`config.mk`:
```
export PLATFORM = sky130hd
export DESIGN_NAME = cfg_spi_port
export DESIGN_NICKNAME = d
export VERILOG_FILES = /design/src/rtl/cfg_spi_pkg.sv /design/src/rtl/cfg_spi_sync.sv /design/src/rtl/cfg_spi_frame.sv /design/src/rtl/cfg_spi_memif.sv /design/src/rtl/cfg_spi_tx.sv /design/src/rtl/cfg_spi_port.sv
export SDC_FILE = /design/constraint.sdc
export NUM_CORES = 1
export LEC_CHECK = 0
export CAP_MARGIN = 20
export CORE_ASPECT_RATIO = 0.75
export CORE_MARGIN = 4
export CORE_UTILIZATION = 52
export CTS_CLUSTER_SIZE = 8
export DETAILED_ROUTE_END_ITERATION = 6
export PLACE_DENSITY = 0.79
export SLEW_MARGIN = 40
export SYNTH_ARGS = -nofsm -noshare
export SYNTH_HDL_FRONTEND = slang
export SYNTH_SLANG_ARGS = --single-unit
export TNS_END_PERCENT = 100
```
`constraint.sdc`:
```
create_clock -name clk -period 6.7 [get_ports clk]
set_clock_uncertainty 0.15 [all_clocks]
set_input_delay 1.34 -clock clk [delete_from_list [all_inputs] [get_ports clk]]
set_output_delay 1.34 -clock clk [all_outputs]
set_load 0.02 [all_outputs]
```
`src/rtl/cfg_spi_pkg.sv`:
```
`timescale 1ns/1ps
package cfg_spi_pkg;
  typedef enum logic [2:0] {
    ST_IDLE,
    ST_HDR,
    ST_WRITE,
    ST_READ,
    ST_DROP
  } frame_st_e;

  localparam int OPC_W       = 8;
  localparam int OPC_RD_BIT  = 7;
  localparam int OPC_RGN_BIT = 0;
endpackage

```
`src/rtl/cfg_spi_sync.sv`:
```
`timescale 1ns/1ps
module cfg_spi_sync #(
  parameter int STAGES = 2,
  parameter int WIDTH  = 3
) (
  input  logic             clk,
  input  logic             rst,
  input  logic [WIDTH-1:0] async_i,
  output logic [WIDTH-1:0] sync_o
);
  logic [STAGES-1:0][WIDTH-1:0] chain;

  // Reset value 0: a select line reads as "low, not armed" until it is really seen high
  always_ff @(posedge clk) begin
    if (rst) begin
      chain <= '0;
    end else begin
      chain[0] <= async_i;
      for (int s = 1; s < STAGES; s++) begin
        chain[s] <= chain[s-1];
      end
    end
  end

  assign sync_o = chain[STAGES-1];
endmodule

```
`src/rtl/cfg_spi_frame.sv`:
```
`timescale 1ns/1ps
module cfg_spi_frame
  import cfg_spi_pkg::*;
#(
  parameter int ADDR_W = 24,
  parameter int DATA_W = 8
) (
  input  logic              clk,
  input  logic              rst,
  input  logic              csn_s,
  input  logic              sck_rise,
  input  logic              mosi_s,
  input  logic              done_i,
  input  logic              rb_en_i,
  output frame_st_e         state_o,
  output logic              armed_o,
  output logic              hdr_go_o,
  output logic              hdr_read_o,
  output logic              hdr_nv_o,
  output logic [ADDR_W-1:0] hdr_addr_o,
  output logic              region_nv_o,
  output logic              wr_stb_o,
  output logic [DATA_W-1:0] wr_data_o
);
  localparam int HDR_BITS = OPC_W + ADDR_W;
  localparam int CNT_W    = $clog2(HDR_BITS + 1);
  localparam logic [CNT_W-1:0] HDR_LAST  = CNT_W'(HDR_BITS - 1);
  localparam logic [CNT_W-1:0] BYTE_LAST = CNT_W'(DATA_W - 1);

  frame_st_e            state;
  logic                 armed;
  logic [HDR_BITS-1:0]  sr;
  logic [HDR_BITS-1:0]  sr_next;
  logic [CNT_W-1:0]     cnt;
  logic                 hdr_last_bit;
  logic                 blocked;

  assign sr_next      = {sr[HDR_BITS-2:0], mosi_s};
  assign hdr_last_bit = (state == ST_HDR) && sck_rise && !csn_s && (cnt == HDR_LAST);
  assign blocked      = done_i && !rb_en_i;

  // Header decode is handed to the memory side in the same cycle so the first read has slack
  assign hdr_read_o = sr_next[HDR_BITS-1-(OPC_W-1-OPC_RD_BIT)];
  assign hdr_nv_o   = sr_next[HDR_BITS-OPC_W+OPC_RGN_BIT];
  assign hdr_addr_o = sr_next[ADDR_W-1:0];
  assign hdr_go_o   = hdr_last_bit && !(hdr_read_o && blocked);

  always_ff @(posedge clk) begin
    if (rst) begin
      state       <= ST_IDLE;
      armed       <= 1'b0;
      sr          <= '0;
      cnt         <= '0;
      region_nv_o <= 1'b0;
      wr_stb_o    <= 1'b0;
      wr_data_o   <= '0;
    end else begin
      wr_stb_o <= 1'b0;
      if (csn_s) begin
        armed <= 1'b1;
        state <= ST_IDLE;
        cnt   <= '0;
      end else begin
        case (state)
          ST_IDLE: begin
            if (armed) begin
              state <= ST_HDR;
              cnt   <= '0;
            end
          end
          ST_HDR: begin
            if (sck_rise) begin
              sr <= sr_next;
              if (cnt == HDR_LAST) begin
                cnt <= '0;
                if (hdr_read_o) begin
                  region_nv_o <= hdr_nv_o;
                  state       <= blocked ? ST_DROP : ST_READ;
                end else begin
                  state <= ST_WRITE;
                end
              end else begin
                cnt <= cnt + 1'b1;
              end
            end
          end
          ST_WRITE: begin
            if (sck_rise) begin
              sr <= sr_next;
              if (cnt == BYTE_LAST) begin
                cnt       <= '0;
                wr_stb_o  <= 1'b1;
                wr_data_o <= sr_next[DATA_W-1:0];
              end else begin
                cnt <= cnt + 1'b1;
              end
            end
          end
          default: ;
        endcase
      end
    end
  end

  assign state_o = state;
  assign armed_o = armed;
endmodule

```
`src/rtl/cfg_spi_memif.sv`:
```
`timescale 1ns/1ps
module cfg_spi_memif #(
  parameter int ADDR_W = 24,
  parameter int DATA_W = 8
) (
  input  logic              clk,
  input  logic              rst,
  input  logic              hdr_go,
  input  logic              hdr_read,
  input  logic              hdr_nv,
  input  logic [ADDR_W-1:0] hdr_addr,
  input  logic              wr_stb,
  input  logic [DATA_W-1:0] wr_data,
  input  logic              next_rd,
  input  logic              region_nv,
  output logic [ADDR_W-1:0] mem_addr,
  output logic              nv_we,
  output logic [DATA_W-1:0] nv_wdata,
  output logic              nv_re,
  output logic              vol_re
);
  logic [ADDR_W-1:0] ptr;

  always_ff @(posedge clk) begin
    if (rst) begin
      ptr      <= '0;
      mem_addr <= '0;
      nv_we    <= 1'b0;
      nv_wdata <= '0;
      nv_re    <= 1'b0;
      vol_re   <= 1'b0;
    end else begin
      nv_we  <= 1'b0;
      nv_re  <= 1'b0;
      vol_re <= 1'b0;
      if (hdr_go) begin
        if (hdr_read) begin
          mem_addr <= hdr_addr;
          nv_re    <= hdr_nv;
          vol_re   <= !hdr_nv;
          ptr      <= hdr_addr + ADDR_W'(1);
        end else begin
          ptr <= hdr_addr;
        end
      end else if (wr_stb) begin
        mem_addr <= ptr;
        nv_we    <= 1'b1;
        nv_wdata <= wr_data;
        ptr      <= ptr + ADDR_W'(1);
      end else if (next_rd) begin
        mem_addr <= ptr;
        nv_re    <= region_nv;
        vol_re   <= !region_nv;
        ptr      <= ptr + ADDR_W'(1);
      end
    end
  end
endmodule

```
`src/rtl/cfg_spi_tx.sv`:
```
`timescale 1ns/1ps
module cfg_spi_tx #(
  parameter int DATA_W = 8
) (
  input  logic              clk,
  input  logic              rst,
  input  logic              csn_s,
  input  logic              sck_fall,
  input  logic              rd_active,
  input  logic              region_nv,
  input  logic [DATA_W-1:0] nv_rdata,
  input  logic [DATA_W-1:0] vol_rdata,
  output logic              miso,
  output logic              miso_oe,
  output logic              next_rd
);
  localparam int BIT_W = $clog2(DATA_W);
  localparam logic [BIT_W-1:0] BIT_LAST = BIT_W'(DATA_W - 1);

  logic [BIT_W-1:0]  bit_idx;
  logic [DATA_W-1:0] sr;
  logic [DATA_W-1:0] src;

  assign src = region_nv ? nv_rdata : vol_rdata;

  always_ff @(posedge clk) begin
    if (rst) begin
      bit_idx <= '0;
      sr      <= '0;
      miso    <= 1'b0;
      miso_oe <= 1'b0;
      next_rd <= 1'b0;
    end else begin
      next_rd <= 1'b0;
      if (csn_s || !rd_active) begin
        bit_idx <= '0;
        miso    <= 1'b0;
        miso_oe <= 1'b0;
      end else if (sck_fall) begin
        miso_oe <= 1'b1;
        if (bit_idx == '0) begin
          // Byte boundary: take the fetched byte and prefetch the one after it
          miso    <= src[DATA_W-1];
          sr      <= {src[DATA_W-2:0], 1'b0};
          next_rd <= 1'b1;
        end else begin
          miso <= sr[DATA_W-1];
          sr   <= {sr[DATA_W-2:0], 1'b0};
        end
        bit_idx <= (bit_idx == BIT_LAST) ? '0 : bit_idx + 1'b1;
      end
    end
  end
endmodule

```
`src/rtl/cfg_spi_port.sv`:
```
`timescale 1ns/1ps
module cfg_spi_port
  import cfg_spi_pkg::*;
#(
  parameter int ADDR_W      = 24,
  parameter int DATA_W      = 8,
  parameter int SYNC_STAGES = 2
) (
  input  logic              clk,
  input  logic              rst,
  input  logic              spi_sck,
  input  logic              spi_csn,
  input  logic              spi_mosi,
  output logic              spi_miso,
  output logic              spi_miso_oe,
  input  logic              cfg_done,
  input  logic              rb_enable,
  output logic [ADDR_W-1:0] mem_addr,
  output logic              nv_we,
  output logic [DATA_W-1:0] nv_wdata,
  output logic              nv_re,
  input  logic [DATA_W-1:0] nv_rdata,
  output logic              vol_re,
  input  logic [DATA_W-1:0] vol_rdata
);
  logic [2:0]        pins_s;
  logic              sck_s, csn_s, mosi_s, sck_d;
  logic              sck_rise, sck_fall;
  frame_st_e         state;
  logic              armed;
  logic              hdr_go, hdr_read, hdr_nv, region_nv;
  logic [ADDR_W-1:0] hdr_addr;
  logic              wr_stb, next_rd;
  logic [DATA_W-1:0] wr_data;

  cfg_spi_sync #(.STAGES(SYNC_STAGES), .WIDTH(3)) u_sync (
    .clk    (clk),
    .rst    (rst),
    .async_i({spi_sck, spi_csn, spi_mosi}),
    .sync_o (pins_s)
  );

  assign {sck_s, csn_s, mosi_s} = pins_s;

  always_ff @(posedge clk) begin
    if (rst) sck_d <= 1'b0;
    else     sck_d <= sck_s;
  end

  assign sck_rise = sck_s && !sck_d;
  assign sck_fall = !sck_s && sck_d;

  cfg_spi_frame #(.ADDR_W(ADDR_W), .DATA_W(DATA_W)) u_frame (
    .clk        (clk),
    .rst        (rst),
    .csn_s      (csn_s),
    .sck_rise   (sck_rise),
    .mosi_s     (mosi_s),
    .done_i     (cfg_done),
    .rb_en_i    (rb_enable),
    .state_o    (state),
    .armed_o    (armed),
    .hdr_go_o   (hdr_go),
    .hdr_read_o (hdr_read),
    .hdr_nv_o   (hdr_nv),
    .hdr_addr_o (hdr_addr),
    .region_nv_o(region_nv),
    .wr_stb_o   (wr_stb),
    .wr_data_o  (wr_data)
  );

  cfg_spi_memif #(.ADDR_W(ADDR_W), .DATA_W(DATA_W)) u_memif (
    .clk      (clk),
    .rst      (rst),
    .hdr_go   (hdr_go),
    .hdr_read (hdr_read),
    .hdr_nv   (hdr_nv),
    .hdr_addr (hdr_addr),
    .wr_stb   (wr_stb),
    .wr_data  (wr_data),
    .next_rd  (next_rd),
    .region_nv(region_nv),
    .mem_addr (mem_addr),
    .nv_we    (nv_we),
    .nv_wdata (nv_wdata),
    .nv_re    (nv_re),
    .vol_re   (vol_re)
  );

  cfg_spi_tx #(.DATA_W(DATA_W)) u_tx (
    .clk      (clk),
    .rst      (rst),
    .csn_s    (csn_s),
    .sck_fall (sck_fall),
    .rd_active(state == ST_READ),
    .region_nv(region_nv),
    .nv_rdata (nv_rdata),
    .vol_rdata(vol_rdata),
    .miso     (spi_miso),
    .miso_oe  (spi_miso_oe),
    .next_rd  (next_rd)
  );
endmodule

```
### After elaboration in Yosys (flattened, before gate mapping)

Cells that the tools add are included.

* input bits: 23
* output and inout port bits: 37
* bits in registers: 131
* logic and storage cells: 113

* reduce and logical (&&, ||, !) cells: 36
* eq/ne operators: 11
* multiplexer cells: 35
* add/subtract/negate cells: 4
* bitwise logic cells: 6

Operators with widths (count)
* 24-bit two-way mux: 8
* 24-bit by 1-bit adder with 24-bit output, second input constant: 2
* 6-bit two-way mux: 5
* 3-bit two-way mux: 6
* 6-bit case mux with 3 select lines: 1
* 8-bit two-way mux: 2
* 1-bit two-way mux: 12
* 4-bit AND reduction: 3
* 1-bit logical AND: 8
* 1-bit logical NOT: 8
* 2-bit by 1-bit != test with 1-bit output, second input constant: 4
* 2-bit OR reduction: 4
* 6-bit by 1-bit adder with 6-bit output, second input constant: 1
* 3-bit by 2-bit == test with 1-bit output, second input constant: 2
* 6-bit by 3-bit == test with 1-bit output, second input constant: 1
* 6-bit by 5-bit == test with 1-bit output, second input constant: 1
* 3-bit logical NOT: 2
* 1-bit inverter: 6
* 3-bit case mux with 2 select lines: 1
* 2-bit AND reduction: 3
* 3-bit nonzero test: 2
* 5-bit AND reduction: 1
* 4-bit OR reduction: 1
* 3-bit by 1-bit adder with 3-bit output, second input constant: 1
* other kinds (7): 7

### Depth between registers and ports, before layout

Gate-level depths: netlist of the first run.

* depth after elaboration: 8
* gate-level depth with buffers: 8
* mapped depth without buffers: 7

### By module

From an unflattened synthesis of the first run, not the netlist that was laid out.

* cells, all modules: 754
* area, all modules: 6472.5 µm²

Modules (own cells, without submodules)
* cfg_spi_memif: seq. area each 1181.1 µm², cells each 389, area an instance 3296.9 µm², times used 1
* cfg_spi_frame: seq. area each 1021.0 µm², cells each 266, area an instance 2217.1 µm², times used 1
* cfg_spi_tx: seq. area each 260.2 µm², cells each 79, area an instance 730.7 µm², times used 1
* cfg_spi_sync: seq. area each 120.1 µm², cells each 15, area an instance 180.2 µm², times used 1
* cfg_spi_port: seq. area each 20.0 µm², cells each 5, area an instance 47.5 µm², times used 1

### Worst setup path before layout of the first run

OpenSTA, ideal clock, no wires.

* path kind: input to register
* start point: in rb_enable
* end point: reg u_memif.ptr[1]
* cell stages on the path: 6
* setup time: 0.137 ns
* buffers on the path: 2
* path slack: 3.831 ns
* arrival time: 2.581 ns
* cell sequence: and3b_1 > or4_1 > clkbuf_1 > buf_2 > a211oi_1 > a211oi_1

* longest elaborated chain between the ends: 6
* elaborated cells on any way between the ends: 7
* classes of those cells: 1 x mux; 6 x reduce/logical

RTL lines
* start: declaration: line cfg_spi_port.sv:17 `input logic rb_enable,`
* 1-bit logical NOT *: line cfg_spi_frame.sv:40 `assign blocked = done_i && !rb_en_i;`
* 1-bit logical AND *: line cfg_spi_frame.sv:40
* 1-bit logical AND *: line cfg_spi_frame.sv:46 `assign hdr_go_o = hdr_last_bit && !(hdr_read_o && blocked);`
* 1-bit logical NOT *: line cfg_spi_frame.sv:46
* 1-bit logical AND *: line cfg_spi_frame.sv:46
* 3-bit nonzero test (no line) / 24-bit two-way mux (equally long branches)
* end signal: assignment: line cfg_spi_memif.sv:41 `ptr <= hdr_addr + ADDR_W'(1);`
* end signal: assignment: line cfg_spi_memif.sv:43 `ptr <= hdr_addr;`
* end signal: assignment: line cfg_spi_memif.sv:49 `ptr <= ptr + ADDR_W'(1);`
* end: declaration: line cfg_spi_memif.sv:22 `logic [ADDR_W-1:0] ptr;`

Mark *: on every way between the ends. The rest lies on a longest branch, timed or not.
A chain may end at the register's enable or synchronous reset.

### Worst setup path in the final report of the first run

* start point: in rb_enable
* end point: reg u_memif.mem_addr[17]

* longest elaborated chain between the ends: 7
* elaborated cells on any way between the ends: 9
* classes of those cells: 1 x eq/ne; 1 x mux; 7 x reduce/logical

RTL lines
* 1-bit logical NOT *: line cfg_spi_frame.sv:40
* 1-bit logical AND *: line cfg_spi_frame.sv:40
* 1-bit logical AND *: line cfg_spi_frame.sv:46
* 1-bit logical NOT *: line cfg_spi_frame.sv:46
* 1-bit logical AND *: line cfg_spi_frame.sv:46
* 2-bit by 1-bit != test with 1-bit output (no line) / 3-bit nonzero test (equally long branches)
* 2-bit AND reduction (no line)
* end signal: assignment: line cfg_spi_memif.sv:38 `mem_addr <= hdr_addr;`
* end signal: assignment: line cfg_spi_memif.sv:46 `mem_addr <= ptr;`
* end signal: assignment: line cfg_spi_memif.sv:51 `mem_addr <= ptr;`
* end: declaration: line cfg_spi_memif.sv:16 `output logic [ADDR_W-1:0] mem_addr,`

Marks and branches as above.

==> results of run 1 <==
worst max-delay path by stage:
stage              start                                 to  slack [ps]  cells past startpoint
2_1_floorplan  rb_enable        u_memif.ptr[1]$_SDFFE_PP0P_        3830                      6
3_3_place_gp   rb_enable  u_memif.mem_addr[23]$_SDFFE_PP0P_        3140                      7
3_5_place_dp   rb_enable   u_memif.nv_wdata[3]$_SDFFE_PP0P_        3060                      7
4_1_cts        rb_enable  u_memif.mem_addr[17]$_SDFFE_PP0P_        3500                      7
5_1_grt        rb_enable  u_memif.mem_addr[10]$_SDFFE_PP0P_        3320                      7
6_report       rb_enable  u_memif.mem_addr[17]$_SDFFE_PP0P_        3480                      7
layout by cell type (no fill, tap or decap), drive strengths merged, types with 9 or more instances in the layout:
master,instances
o221ai,24
nand2,37
nor2b,10
clkdlybuf4s50,58
a211oi,24
nor3,34
inv,10
a21oi,56
nand3,31
o21ai,9
mux2i,51
clkbuf,21
nor4,11
nor2,90
dfxtp,130
o22ai,25
nand4,13
xnor2,16
xor2,19
cells by family after synthesis:
logic type | count (synthesis)
adders and majority gates | 6
AOI/OAI and AO/OA | 158
xor gates and xnor gates | 35
buffers and inverters | 77
muxes | 51
DFF | 130
and+or+nand+nor | 267
per-stage QoR:
| stage | utilization, % | cells |
|---|---|---|
| floorplan | - | 724 |
| global placement | 58.4 | 884 |
| detailed placement | 58.4 | 884 |
| CTS | 63.8 | 916 |
| global route | 63.9 | 916 |
| finish | 63.9 | 916 |
critical path: stages:
cell             delay (ps)
clkdlybuf4s50_1         480
and3b_1                 260
nor4_4                  220
buf_4                   320
o22a_4                  460
o221ai_2                140
a21oi_1                 170
area by class of cell:
| class | count | area (um^2) | share of cell area, % |
|---|---|---|---|
| well taps | 162 | 203 | 2.69 |
| inverters | 11 | 42.5 | 0.565 |
| repair buffers | 64 | 627 | 8.33 |
| multi-input cells | 517 | 3420 | 45.4 |
| clock buffers | 21 | 480 | 6.38 |
| clock inverters | 11 | 153 | 2.03 |
| flip-flops and latches | 130 | 2600 | 34.6 |
state kept, by name (all words and copies together) (netlist names):
| name | flops |
|---|---|
| u_frame.region_nv_o | 1 |
| u_memif.nv_wdata | 8 |
| u_frame.state_o | 3 |
| u_memif.mem_addr | 24 |
| u_frame.wr_data_o | 8 |
| u_tx.miso_oe | 1 |
| u_frame.sr | 31 |
| u_sync.chain | 3 |
| u_memif.vol_re | 1 |
| u_memif.ptr | 24 |
| u_tx.bit_idx | 3 |
| u_memif.nv_re | 1 |
| u_memif.nv_we | 1 |
| u_frame.armed_o | 1 |
| u_frame.wr_stb_o | 1 |
| u_tx.sr | 7 |
| u_sync.sync_o | 3 |
| u_frame.cnt | 6 |
| u_tx.miso | 1 |
| sck_d | 1 |
| u_tx.next_rd | 1 |
layer usage:
layer / vias up / track usage (%) / part of all wire, %
met5: - / 0 / 0
met4: 0 / 6.98 / 1.2
met3: 18 / 5.47 / 5.3
met2: 175 / 35.8 / 47
met1: 2693 / 31.1 / 46
li1: 2677 / - / -
power by group through the flow:
stage / Sequential [W] / Clock, W / Combinational (W)
after global routing: 0.000779 / 0.00102 / 0.0000463
after global placement: 0.000796 / 0 / 0.0000405
after detailed placement: 0.000796 / 0 / 0.0000417
final: 0.000779 / 0.000983 / 0.0000426
after CTS: 0.000779 / 0.000986 / 0.0000423
after floorplan: 0.000794 / 0 / 0.0000253
==> out/results.txt, run 1 <==
Worst Path Required -> 6890 ps
ANT cells -> 0
Yosys top cell by area -> dfxtp_1
worst hold stages -> 1
die width -> 136 um
setup TNS -> 0 ps
Worst R2R Setup Slack -> 3860 ps
simple-gate share of the synthesized area -> 21.2%
Unique masters post-synth -> 54
fillcell total -> 952
die area -> 14100 um^2
DR iter-0 viols -> 412
Clk pwr share -> 54.5%
Yosys reg bits -> 130
Setup crit end kind -> flip-flop
Design Power -> 0.00181 W
Total GRT Usage -> 22.8%
Critical Path AT -> 3420 ps
Worst-Skew Late Latency -> 420 ps
worst flop-to-flop path endpoint -> u_memif.mem_addr[2]$_SDFFE_PP0P_
DRC Markers -> 0
crit path max fanout -> 24
antenna violations before repair -> 0
Worst Tran Pin Value -> 781 ps
Layout area overhead -> 18.6%
Tightest Hold Check Type -> flip-flop to flip-flop
Synth top area share -> 41.0%
H-tree levels -> 4
relative slew slack -> 47.8%
Post-Synthesis Cells -> 724
GP Congestion -> 0.891
Sw Share -> 21.3%
FF-to-FF path depth -> 5
most frequent cells after synthesis -> 130 x dfxtp_1, 90 x nor2_1, 56 x a21oi_1
largest family of logic cells by synthesized area -> simple AND/OR/NAND/NOR gates
Initial Util -> 53.9%
VDD IR-drop max -> 0.180 mV
CTS clk-pin slew, worst paths -> 60 ps
Port Buf Inserts -> 59
Mapped Avg Cell Area -> 8.77 um^2
Hold Crit Endpoint -> u_sync.sync_o[1]$_SDFF_PP0_
Seq pwr share -> 43.2%
placed inst area -> 6880 um^2
sequential share of the synthesized area -> 41.0%
wire per inst -> 17.3 um
Sink Count -> 130
Syn Nets -> 753
outcome -> finished, final reports clean
maximum number of pins on one net before global-route repair -> 92
vias in the first global route -> 5331
final worst slack -> 3480 ps
Die Span Y -> 104 um
Leak -> 2.52 nW
post-route antenna net violation count -> 0
Post-synth EDFFs -> 0
CP startpoint kind -> input pin
Max Cap Viol -> 0
final slew viol count -> 0
fin crit share -> 48.1%
final instance area -> 7530 um^2
post-CTS sizing -> 0
Synth Area in XOR/XNOR -> 4.83%
Final Hold Viols -> 0
Core Rows -> 34
Core ar. -> 11800 um^2
mux share of post-synthesis cell area -> 8.04%
drt total wl -> 15.8 mm
CP Class -> input pin to flip-flop
top post-synthesis cells by area -> dfxtp_1 41%, mux2i_1 8.0%, nor2_1 5.3%
Pwr Density -> 240 nW/um^2
internal power -> 0.00142 W
endpoints failing setup -> 0
total number of vias -> 5563
Adder-Cell Fraction of Synth Area -> 1.18%
Hold Slack -> 293 ps
root cell of the clock tree -> clkbuf_16
Bufs on Longest Clock Path -> 2
DR pass1 iterations -> 5
global-route wire length before repair -> 26.4 mm
Final Critical Period -> 3220 ps
Max Fclk -> 310 MHz
CTS Buf Count -> 17
NetSw -> 0.000384 W
post-CTS setup buffers -> 0
share of flip-flops with an asynchronous set or reset -> 0%
TritonCTS clock tree -> yes
YS warnings -> 0
Synth Area in Compound Gates -> 18.5%
share of layout cells above drive strength 1 -> 9.55%
layout net count -> 770
combinational share of power -> 2.4%
ys flop type -> dfxtp_1
Ports -> 60
total gr overflow -> 0
HPWL Detailed -> 10.2 mm
Place WS -> 3060 ps
Via density -> 6.07
reg-to-reg critical path startpoint -> u_frame.state_o[1]$_SDFFE_PP0P_
CTS Hold Bufs -> 0
most common cell in the netlist -> dfxtp_1
RSZ-0062 raised after global routing -> no
worst hold path startpoint -> u_sync.chain[1]$_SDFF_PP0_
synthesized area -> 6350 um^2
(Power assumes the default switching activity.)
==> run 2, diff against run 1 <==
Clock period 6.7 ns to 3.2 ns, I/O delays scaled along.
==> out/results.txt, run 2 (synthesized netlist as in run 1, its figures left out) <==
Ports -> 60 (unchanged)
share of layout cells above drive strength 1 -> 10.5% (+0.91 points)
DR pass1 iterations -> 5 (unchanged)
Leak -> 2.58 nW (+2.5%)
Design Power -> 0.00387 W (+110%)
setup TNS -> 0 ps (unchanged)
vias in the first global route -> 5314 (-0.32%)
Worst Tran Pin Value -> 630 ps (-150 ps)
CP startpoint kind -> flip-flop
Core ar. -> 11800 um^2 (unchanged)
Pwr Density -> 508 nW/um^2 (+110%)
Sw Share -> 20.2% (-1.1 points)
Layout area overhead -> 20.2%
fin crit share -> 87.7%
total number of vias -> 5579 (+0.29%)
combinational share of power -> 2.3% (about the same)
die area -> 14100 um^2 (unchanged)
internal power -> 0.00309 W (+120%)
most frequent cells in the layout -> 130 x dfxtp_1, 90 x nor2_1, 58 x clkdlybuf4s50_1
maximum number of pins on one net before global-route repair -> 64 (-30%)
fillcell total -> 903 (-5.1%)
Final Critical Period -> 2810 ps
DRC Markers -> 0 (unchanged)
die width -> 136 um (unchanged)
post-CTS sizing -> 0 (unchanged)
root cell of the clock tree -> clkbuf_16
Clk pwr share -> 55.6% (+1.1 points)
ANT cells -> 0 (unchanged)
CTS Buf Count -> 17 (unchanged)
Tightest Hold Check Type -> flip-flop to flip-flop
Sink Count -> 130 (unchanged)
crit path max fanout -> 16 (-33%)
wire per inst -> 17.1 um (-0.99%)
Top reg by flops -> u_frame.sr
Bufs on Longest Clock Path -> 2 (unchanged)
cell total after placement -> 895 (+1.2%)
Critical Path AT -> 3000 ps (-420 ps)
antenna violations before repair -> 0 (unchanged)
area of the multi-input gates -> 3420 um^2 (about the same)
post-route antenna net violation count -> 0 (unchanged)
total gr overflow -> 0 (unchanged)
H-tree levels -> 4 (unchanged)
drt total wl -> 15.8 mm (+0.20%)
RSZ-0062 raised after global routing -> no
GP Congestion -> 0.844 (-5.3%)
final slew viol count -> 0 (unchanged)
Port Buf Inserts -> 59 (unchanged)
CTS Hold Bufs -> 0 (unchanged)
outcome -> finished, final reports clean
largest registers -> u_frame.sr x31, u_memif.mem_addr x24, u_memif.ptr x24
Finished Layout Cells -> 927 (+1.2%)
Reg area -> 2600 um^2 (unchanged)
Largest register FFs -> 31 (unchanged)
Total GRT Usage -> 22.8% (about the same)
HPWL Detailed -> 10.6 mm (+3.9%)
most common cell after layout, fill and taps aside -> dfxtp_1
Worst Path Required -> 3400 ps (-3490 ps)
endpoints failing setup -> 0 (unchanged)
Setup crit end kind -> flip-flop
Seq pwr share -> 42.1% (-1.1 points)
Max Fclk -> 356 MHz
Max Cap Viol -> 0 (unchanged)
Final Hold Viols -> 0 (unchanged)
Die Span Y -> 104 um (unchanged)
NetSw -> 0.000784 W (+100%)
Via density -> 6.02 (-0.90%)
TritonCTS clock tree -> yes
Worst-Skew Late Latency -> 420 ps (about the same)
DR iter-0 viols -> 436 (+5.8%)
layout net count -> 781 (+1.4%)
CP Class -> flip-flop to flip-flop
Core Rows -> 34 (unchanged)
global-route wire length before repair -> 26.3 mm (about the same)
CTS clk-pin slew, worst paths -> 60 ps (about the same)
post-CTS setup buffers -> 0 (unchanged)
relative slew slack -> 58.0% (+10 points)
VDD IR-drop max -> 0.373 mV (+110%)
Initial Util -> 53.9% (unchanged)
[run 2: layout make-up]
class	count	area share (%)
Clock buffer	20	5.99
Clock inverter	12	2.69
Inverter	11	0.541
Multi-Input combinational cell	517	44.8
Sequential cell	130	34.1
Tap cell	162	2.66
Timing Repair Buffer	75	9.25
[run 2: critical path, cell delays in order, from the launching register on]
cell and delay (ps):
dfxtp_1 420, or4b_4 620, or4_4 600, nand2_2 400, buf_4 290, o221ai_2 110
a21oi_1 140
[run 2: per-stage QoR]
stage                     hold slack [ps]  setup slack (ps)  utilization (%)  cell area (um^2)
final                                 292               394             64.7              7630
after global routing                  312               228             64.7              7630
after CTS                             295               406             64.7              7630
after detailed placement              278               384             59.1              6970
after global placement                276               409             59.1              6970
after floorplan                       264               773                -              6350
[run 2: power by group through the flow]
stage / Clock [W] / Combinational [W] / Sequential (W)
after floorplan: 0 / 0.0000529 / 0.00166
after CTS: 0.00216 / 0.0000883 / 0.00163
after global routing: 0.00224 / 0.0000955 / 0.00163
after global placement: 0 / 0.0000852 / 0.00167
final: 0.00215 / 0.0000888 / 0.00163
after detailed placement: 0 / 0.0000880 / 0.00167
[run 2: worst paths after layout]
check | start | endpoint | slack, ps | depth (start not counted)
max | u_frame.state_o[1]$_SDFFE_PP0P_ | u_memif.mem_addr[20]$_SDFFE_PP0P_ | 390 | 6
min | u_sync.chain[1]$_SDFF_PP0_ | u_sync.sync_o[1]$_SDFF_PP0_ | 290 | 1
max reg2reg | u_frame.state_o[1]$_SDFFE_PP0P_ | u_memif.mem_addr[20]$_SDFFE_PP0P_ | 390 | 6
min reg2reg | u_sync.chain[1]$_SDFF_PP0_ | u_sync.sync_o[1]$_SDFF_PP0_ | 290 | 1
[run 2: layer usage]
metal	part of all wire (%)	track usage, %	up-vias
met1	45	30.9	2663
li1	-	-	2699
met4	1.5	7.55	0
met3	6.3	5.67	30
met2	47	35.7	187
met5	0	0	-
==> run 3, diff against run 2 <==
Settings changed: PLACE_DENSITY 0.79 to 0.82.
Clock period 3.2 ns to 2.3 ns, I/O delays scaled along.
==> out/results.txt, run 3 (synthesized netlist as in run 1, its figures left out) <==
layout net count -> 843 (+7.9%)
FF-to-FF path depth -> 7 (+1)
DR iter-0 viols -> 647 (+48%)
largest registers -> u_frame.sr x31, u_memif.mem_addr x24, u_memif.ptr x24
worst hold stages -> 3 (+2)
Max Cap Viol -> 0 (unchanged)
Pwr Density -> 654 nW/um^2 (+29%)
Ports -> 60 (unchanged)
antenna violations before repair -> 0 (unchanged)
Tightest Hold Check Type -> input pin to flip-flop
DRC Markers -> 0 (unchanged)
Leak -> 2.96 nW (+15%)
Core ar. -> 11800 um^2 (unchanged)
drt total wl -> 18.6 mm (+18%)
Design Power -> 0.00542 W (+40%)
Bufs on Longest Clock Path -> 2 (unchanged)
failing checks -> setup timing
CP startpoint kind -> flip-flop
Setup crit end kind -> flip-flop
Place WS -> -287 ps (-671 ps)
CTS Hold Bufs -> 0 (unchanged)
Largest register FFs -> 31 (unchanged)
post-route antenna net violation count -> 0 (unchanged)
Worst Path Required -> 2490 ps (-910 ps)
maximum number of pins on one net before global-route repair -> 62 (-3.1%)
Layout area overhead -> 30.4%
total gr overflow -> 0 (unchanged)
outcome -> finished with violations
share of layout cells above drive strength 1 -> 18.9% (+8.4 points)
GP Congestion -> 0.970 (+15%)
relative slew slack -> 59.2% (+1.2 points)
Hold Slack -> 279 ps (-12.0 ps)
setup TNS -> -175 ps (-175 ps)
most common cell after layout, fill and taps aside -> dfxtp_1
Final Util -> 70.2% (+5.5 points)
ANT cells -> 0 (unchanged)
Reg area -> 2610 um^2 (about the same)
TritonCTS clock tree -> yes
Critical Path AT -> 2560 ps (-440 ps)
total number of vias -> 6177 (+11%)
Total GRT Usage -> 25.7% (+2.9 points)
H-tree levels -> 4 (unchanged)
endpoints failing setup -> 12 (+12)
global-route wire length before repair -> 29.5 mm (+12%)
Worst-Skew Late Latency -> 420 ps (about the same)
CTS Buf Count -> 17 (unchanged)
worst hold path startpoint -> rst
Die Span Y -> 104 um (unchanged)
die area -> 14100 um^2 (unchanged)
CP Class -> flip-flop to flip-flop
DR pass1 iterations -> 5 (unchanged)
reg-to-reg critical path startpoint -> sck_d$_SDFF_PP0_
most frequent cells in the layout -> 128 x dfxtp_1, 90 x nor2_1, 67 x buf_4
root cell of the clock tree -> clkbuf_16
fillcell total -> 823 (-8.9%)
Max Fclk -> 422 MHz (+18%)
CTS clk-pin slew, worst paths -> 60 ps (about the same)
Core Rows -> 34 (unchanged)
Top reg by flops -> u_frame.sr
Sink Count -> 130 (unchanged)
Final Critical Period -> 2370 ps (-437 ps)
RSZ-0062 raised after global routing -> yes
vias in the first global route -> 5936 (+12%)
die width -> 136 um (unchanged)
crit path max fanout -> 8 (-8)
final worst slack -> -68.1 ps (-463 ps)
Port Buf Inserts -> 59 (unchanged)
Final Hold Viols -> 0 (unchanged)
HPWL Detailed -> 12.2 mm (+15%)
final slew viol count -> 0 (unchanged)
area of the multi-input gates -> 3480 um^2 (+2.0%)
Critical path origin -> sck_d$_SDFF_PP0_
Initial Util -> 53.9% (unchanged)
Via density -> 6.25 (+3.8%)
fin crit share -> 103% (+15 points)
VDD IR-drop max -> 0.555 mV (+49%)
Worst Tran Pin Value -> 610 ps (-20.7 ps)
wire per inst -> 18.8 um (+10%)
-- run 3: path summary, 6_finish.rpt --
kind / to / slack [ps]
setup / recovery: u_memif.mem_addr[2]$_SDFFE_PP0P_ / -70
hold reg to reg: u_sync.sync_o[2]$_SDFF_PP0_ / 290
hold / removal: u_frame.cnt[1]$_SDFFE_PP0P_ / 280
setup reg to reg: u_memif.mem_addr[2]$_SDFFE_PP0P_ / -70
-- run 3: repair_timing --
item                       4_1_cts  5_1_grt
setup endpoints to repair       15       42
pin swaps                        0        4
gates cloned                     0        2
gates resized for setup          3       19
buffers inserted                 1        2
-- run 3: layer usage --
metal  vias to the layer above  GRT usage, %  wire length, um
met3                        53          6.01             1370
met5                         -             0                0
li1                       2817             -                -
met4                         0          7.41              438
met2                       313          41.4             9010
met1                      2994          34.4             7820
-- run 3: critical path: stages, from the launching register on --
cell	delay, ps
dfxtp_1	310
or4b_4	580
or4_4	480
buf_4	190
nand2_8	100
buf_12	140
o221ai_1	160
a21oi_1	180
-- run 3: metrics by stage --
stage / instances / cell area [um^2]
2_1_floorplan: 724 / 6360
3_3_place_gp: 952 / 7470
3_5_place_dp: 952 / 7470
4_1_cts: 985 / 8150
5_1_grt: 989 / 8280
6_report: 989 / 8280
-- run 3: layout make-up --
class	instances	share of cell area [%]
Clock buffer	17	5.14
Clock inverter	15	2.78
Inverter	11	0.499
Multi-Input combinational cell	518	42.1
Sequential cell	130	31.5
Tap cell	162	2.45
Timing Repair Buffer	136	15.6
-- run 3: report_power, final --
group          total (W)  switching (W)  internal (W)
Sequential       0.00226     0.00000555       0.00226
Combinational   0.000140      0.0000768     0.0000629
Clock            0.00301        0.00108       0.00193
